===== config.mk =====
export PLATFORM = sky130hd
export DESIGN_NAME = dma_err_capture
export DESIGN_NICKNAME = d
export VERILOG_FILES = /design/src/rtl/dmaerr_pkg.sv /design/src/rtl/dmaerr_slot.sv /design/src/rtl/dmaerr_ctl.sv /design/src/rtl/dmaerr_rdmux.sv /design/src/rtl/dma_err_capture.sv
export SDC_FILE = /design/constraint.sdc
export NUM_CORES = 1
export LEC_CHECK = 0
export BUFFER_PORTS_ARGS = -buffer_cell sky130_fd_sc_hd__buf_2
export CAP_MARGIN = 20
export CORE_MARGIN = 4
export CORE_UTILIZATION = 40
export CTS_CLUSTER_DIAMETER = 30
export DETAILED_ROUTE_END_ITERATION = 16
export GPL_TIMING_DRIVEN = 0
export PLACE_DENSITY_LB_ADDON = 0.15
export SLEW_MARGIN = 20
export SYNTH_ARGS = -nofsm -noshare
export SYNTH_HDL_FRONTEND = slang
export SYNTH_SLANG_ARGS = --single-unit

===== constraint.sdc =====
create_clock -name clk -period 4 [get_ports clk]
set_input_delay 1 -clock clk [delete_from_list [all_inputs] [get_ports clk]]
set_output_delay 1 -clock clk [all_outputs]
set_load 0.01 [all_outputs]

===== src/rtl/dmaerr_pkg.sv =====
package dmaerr_pkg;
  localparam int NBUS     = 2;
  localparam int BUS_MAIN = 0;
  localparam int BUS_LOC  = 1;

  localparam logic [2:0] OFS_STAT  = 3'd0;
  localparam logic [2:0] OFS_EN    = 3'd1;
  localparam logic [2:0] OFS_MADDR = 3'd2;
  localparam logic [2:0] OFS_MCHAN = 3'd3;
  localparam logic [2:0] OFS_LADDR = 3'd4;
  localparam logic [2:0] OFS_LCHAN = 3'd5;
  localparam logic [2:0] OFS_CMD   = 3'd6;

  // a bus fault is a completed transaction flagged as failed
  function automatic logic f_fault(input logic done, input logic err);
    return done & err;
  endfunction

  function automatic logic f_irq(input logic evt, input logic en);
    return evt & en;
  endfunction

  // event bit next state: wipe beats set, set beats clear
  function automatic logic f_evt_next(input logic cur, input logic wipe,
                                      input logic set, input logic clr);
    if (wipe)      return 1'b0;
    else if (set)  return 1'b1;
    else if (clr)  return 1'b0;
    else           return cur;
  endfunction
endpackage


===== src/rtl/dmaerr_slot.sv =====
module dmaerr_slot #(
  parameter int DW = 32,
  parameter int CW = 5
) (
  input  logic          clk,
  input  logic          rst_n,
  input  logic          hit,
  input  logic          wipe,
  input  logic [DW-1:0] addr_in,
  input  logic [CW-1:0] chan_in,
  output logic          valid,
  output logic [DW-1:0] addr_q,
  output logic [CW-1:0] chan_q
);
  logic take;
  assign take = hit & ~valid & ~wipe;

  always_ff @(posedge clk or negedge rst_n) begin
    if (!rst_n) begin
      valid  <= 1'b0;
      addr_q <= '0;
      chan_q <= '0;
    end else if (wipe) begin
      valid  <= 1'b0;
      addr_q <= '0;
      chan_q <= '0;
    end else if (take) begin
      valid  <= 1'b1;
      addr_q <= addr_in;
      chan_q <= chan_in;
    end
  end
endmodule


===== src/rtl/dmaerr_ctl.sv =====
module dmaerr_ctl (
  input  logic clk,
  input  logic rst_n,
  input  logic any_fault,
  input  logic wipe,
  input  logic clr_evt,
  input  logic en_wr,
  input  logic en_wbit,
  output logic evt,
  output logic halt_q,
  output logic en
);
  import dmaerr_pkg::*;

  always_ff @(posedge clk or negedge rst_n) begin
    if (!rst_n) begin
      evt    <= 1'b0;
      halt_q <= 1'b0;
      en     <= 1'b0;
    end else begin
      evt <= f_evt_next(evt, wipe, any_fault, clr_evt);
      if (wipe)           halt_q <= 1'b0;
      else if (any_fault) halt_q <= 1'b1;
      if (en_wr)          en     <= en_wbit;
    end
  end
endmodule


===== src/rtl/dmaerr_rdmux.sv =====
module dmaerr_rdmux #(
  parameter int DW = 32,
  parameter int CW = 5
) (
  input  logic [2:0]    ofs,
  input  logic          evt,
  input  logic          halt_q,
  input  logic          en,
  input  logic [DW-1:0] maddr,
  input  logic [CW-1:0] mchan,
  input  logic [DW-1:0] laddr,
  input  logic [CW-1:0] lchan,
  output logic [DW-1:0] rdata
);
  import dmaerr_pkg::*;
  localparam int PAD_CH = DW - CW;

  always_comb begin
    rdata = '0;
    unique case (ofs)
      OFS_STAT:  rdata = {{(DW-2){1'b0}}, halt_q, evt};
      OFS_EN:    rdata = {{(DW-1){1'b0}}, en};
      OFS_MADDR: rdata = maddr;
      OFS_MCHAN: rdata = {{PAD_CH{1'b0}}, mchan};
      OFS_LADDR: rdata = laddr;
      OFS_LCHAN: rdata = {{PAD_CH{1'b0}}, lchan};
      default:   rdata = '0;
    endcase
  end
endmodule


===== src/rtl/dma_err_capture.sv =====
module dma_err_capture #(
  parameter int DW = 32,
  parameter int CW = 5
) (
  input  logic          clk,
  input  logic          rst_n,
  input  logic          main_done,
  input  logic          main_err,
  input  logic [DW-1:0] main_addr,
  input  logic [CW-1:0] main_chan,
  input  logic          loc_done,
  input  logic          loc_err,
  input  logic [DW-1:0] loc_addr,
  input  logic [CW-1:0] loc_chan,
  input  logic          reg_wr,
  input  logic [2:0]    reg_addr,
  input  logic [DW-1:0] reg_wdata,
  output logic [DW-1:0] reg_rdata,
  output logic          irq,
  output logic          halt
);
  import dmaerr_pkg::*;

  logic [NBUS-1:0] bus_done, bus_err, fault_hit, slot_valid;
  logic [DW-1:0]   bus_addr [NBUS];
  logic [CW-1:0]   bus_chan [NBUS];
  logic [DW-1:0]   cap_addr [NBUS];
  logic [CW-1:0]   cap_chan [NBUS];

  assign bus_done = {loc_done, main_done};
  assign bus_err  = {loc_err,  main_err};
  assign bus_addr[BUS_MAIN] = main_addr;
  assign bus_addr[BUS_LOC]  = loc_addr;
  assign bus_chan[BUS_MAIN] = main_chan;
  assign bus_chan[BUS_LOC]  = loc_chan;

  // named internal events, observed by the checker
  logic cmd_fire, clr_evt, en_wr, any_fault;
  logic evt, halt_q, en;
  logic unused_wbits;

  assign cmd_fire  = reg_wr & (reg_addr == OFS_CMD)  & reg_wdata[0];
  assign clr_evt   = reg_wr & (reg_addr == OFS_STAT) & reg_wdata[0];
  assign en_wr     = reg_wr & (reg_addr == OFS_EN);
  assign any_fault = |fault_hit & ~cmd_fire;
  assign unused_wbits = ^reg_wdata[DW-1:1];

  for (genvar b = 0; b < NBUS; b++) begin : g_bus
    assign fault_hit[b] = f_fault(bus_done[b], bus_err[b]);
    dmaerr_slot #(.DW(DW), .CW(CW)) u_slot (
      .clk     (clk),
      .rst_n   (rst_n),
      .hit     (fault_hit[b]),
      .wipe    (cmd_fire),
      .addr_in (bus_addr[b]),
      .chan_in (bus_chan[b]),
      .valid   (slot_valid[b]),
      .addr_q  (cap_addr[b]),
      .chan_q  (cap_chan[b])
    );
  end

  dmaerr_ctl u_ctl (
    .clk       (clk),
    .rst_n     (rst_n),
    .any_fault (any_fault),
    .wipe      (cmd_fire),
    .clr_evt   (clr_evt),
    .en_wr     (en_wr),
    .en_wbit   (reg_wdata[0]),
    .evt       (evt),
    .halt_q    (halt_q),
    .en        (en)
  );

  dmaerr_rdmux #(.DW(DW), .CW(CW)) u_rd (
    .ofs    (reg_addr),
    .evt    (evt),
    .halt_q (halt_q),
    .en     (en),
    .maddr  (cap_addr[BUS_MAIN]),
    .mchan  (cap_chan[BUS_MAIN]),
    .laddr  (cap_addr[BUS_LOC]),
    .lchan  (cap_chan[BUS_LOC]),
    .rdata  (reg_rdata)
  );

  assign irq  = f_irq(evt, en);
  assign halt = halt_q;
endmodule


==> results.sh <==
export IMPL_status="finished clean"
export IMPL_avgSynthCellArea_sq_um=9.07
export IMPL_layout_commonest_cell="nand2_1"
export IMPL_worstMarginPinSlew_ns=0.619
export IMPL_cts_buffers=9
export IMPL_synth_top_area_cell="dfrtp_1"
export IMPL_r2r_start="g_bus[0].u_slot.valid"
export IMPL_drtIter0Drc=162
export IMPL_p_clk_share_pct=31.8
export IMPL_antenna_found_initial=0
export IMPL_initial_core_util_pct=41.5
export IMPL_p_per_area_nw_per_um2=462
export IMPL_combPwrFrac_pct=17.9
export IMPL_seqCellArea_sq_um=1980
export IMPL_skew_ns=0.00475
export IMPL_hpwl_mm=7.32
export IMPL_grt_setup_unrepaired="false"
export IMPL_num_fill_cells=884
export IMPL_diodes=0
export IMPL_clk_path_buf_depth=2
export IMPL_cts_setup_buffers=0
export IMPL_end_kind="output port"
export IMPL_synth_top_cell_area_share_pct=54.1
export IMPL_syn_nets=519
export IMPL_cts_sinks=79
export IMPL_crit_fanout=10
export IMPL_clock_latency_ns=0.34
export IMPL_p_leak_nw=2.34
export IMPL_grt_max_degree=43
export IMPL_drive_gt1_share_pct=30.0
export IMPL_nNetsFinal=647
export IMPL_ys_seq_area_share_pct=54.1
export IMPL_dpl_cell_area_sq_um=4400
export IMPL_final_cell_mix="nand2_1 (151), buf_2 (132), a21oi_1 (79), dfrtp_1 (79), a22o_1 (27)"
export IMPL_required_ns=3.00
export IMPL_cts_tree="yes"
export IMPL_switching_share_pct=27.3
export IMPL_die_area_sq_um=10700
export IMPL_p_int_mw=1.55
export IMPL_syn2layout_area_growth_pct=26.5
export IMPL_ys_ff_latch=79
export IMPL_dp_cells=628
export IMPL_io_buffers=116
export IMPL_synth_cell_type_count=28
export IMPL_hold_viol_final=0
export IMPL_gp_congestion=0.788
export IMPL_die_width_um=104
export IMPL_htree_levels=3
export IMPL_cts_hold_buf=0
export IMPL_slew_viol_final=0
export IMPL_grt_pass1_vias=3362
export IMPL_synth_area_sq_um=3660
export IMPL_critPathKind="in -> out"
export IMPL_whs_ns=0.509
export IMPL_core_area_sq_um=8810
export IMPL_ant_nets=0
export IMPL_finalCritPeriodShare_pct=83.5
export IMPL_critPathLaunchType="input port"
export IMPL_relSlewSlack_pct=58.7
export IMPL_cts_root_buf="clkbuf_8"
export IMPL_hp_class="reg -> reg"
export IMPL_max_freq_ghz=0.299
export IMPL_path_clk_slew_ns=0.08
export IMPL_track_usage_pct=19.7
export IMPL_grt_first_pass_wirelength_mm=17.0
export IMPL_grt_ovfl_total=0
export IMPL_hp_start="g_bus[0].u_slot.valid"
export IMPL_vias_per_cell=5.15
export IMPL_rows=34
export IMPL_tns_ns=0
export IMPL_worstSetupStartpoint="reg_addr[1]"
export IMPL_syn_instance_count=403
export IMPL_drc=0
export IMPL_fp_dieH_um=104
export IMPL_setup_viol=0
export IMPL_period_needed_ns=3.34
export IMPL_final_area_sq_um=4630
export IMPL_total_power_mw=2.13
export IMPL_peakVddDrop_uv=242
export IMPL_num_vias=3318
export IMPL_ys_top_cells_by_area="dfrtp_1 (54%), nand2_1 (16%), a21oi_1 (11%)"
export IMPL_seq_power_share_pct=50.3
export IMPL_drtPass1Iterations=5
export IMPL_cts_resized=0
export IMPL_p_switching_mw=0.584
export IMPL_fin_cells=644
export IMPL_wl_per_cell_um=16.3
export IMPL_synth_warnings=0
export IMPL_io_pins=150
export IMPL_wirelength_mm=10.5
export IMPL_multi_input_area_sq_um=1500
export IMPL_crit_arrival_ns=2.34
export IMPL_drv_cap=0
## metrics by stage
stage	util, %	worst slack (ns)
after floorplan	-	1.13
after detailed placement	50.0	0.649
after global placement	49.6	0.628
after global routing	52.5	0.566
final	52.5	0.661
after CTS	52.5	0.638
## cell usage after synthesis (all sizes together)
master	n
nand2	151
a21oi	79
dfrtp	79
a22o	27
buf	25
mux2i	8
clkbuf	5
nand2b	3
nor2	3
nor3b	3
o22ai	3
a22oi	2
and3	2
and3b	2
nand3b	2
o221ai	2
a211oi	1
and2	1
and4b	1
inv	1
mux2	1
nor2b	1
nor3	1
## registers in the layout (all words and copies together) (netlist names)
signal and count:
u_ctl.halt_q 1, g_bus.u_slot.chan_q 10, g_bus.u_slot.valid 2, u_ctl.en 1, g_bus.u_slot.addr_q 64, u_ctl.evt 1
## layer usage
layer	GRT usage, %	wire (um)	up-vias
li1	-	-	1620
met1	27.6	4840	1588
met2	31.1	4950	102
met3	4.23	595	8
met4	5.13	110	0
met5	0	0	-
## final cells by class
class	instances	share of cell area (%)
Inverter	1	0.0811
Tap cell	108	2.92
Buffer	30	3.71
Sequential cell	79	42.7
Multi-Input combinational cell	293	32.5
Clock inverter	3	1.41
Clock buffer	13	3.44
Timing Repair Buffer	117	13.2
## kinds of logic after synthesis
logic type | synth area share (%)
AND/OR/NAND/NOR | 19.6
multiplexers | 2.50
AO/OA/AOI/OAI | 19.0
flip-flops | 54.1
buffers and inverters | 4.79
## critical path: stages
cell and delay [ns]:
buf_2 0.15, nor3b_4 0.56, buf_4 0.30, a22o_1 0.18, buf_2 0.14
## worst paths after layout
path                                              endpoint  slack [ns]  cells after the start
worst max-delay path                          reg_rdata[5]        0.66                      5
worst min-delay path                 g_bus[0].u_slot.valid        0.51                      2
worst max register to register  g_bus[0].u_slot.addr_q[16]        2.48                      4
worst min register to register       g_bus[0].u_slot.valid        0.51                      2
max in group asynchronous       g_bus[1].u_slot.addr_q[11]        2.78                      2
min in group asynchronous       g_bus[1].u_slot.addr_q[30]        0.63                      1
## power groups by stage
stage	logic, mW	clock network (mW)	registers (mW)
3_3_place_gp	0.373	0	1.08
4_1_cts	0.389	0.692	1.07
6_report	0.383	0.679	1.07
3_5_place_dp	0.388	0	1.09
5_1_grt	0.436	0.730	1.10
2_1_floorplan	0.252	0	1.06
No activity file was read; power rests on OpenSTA's default activity.
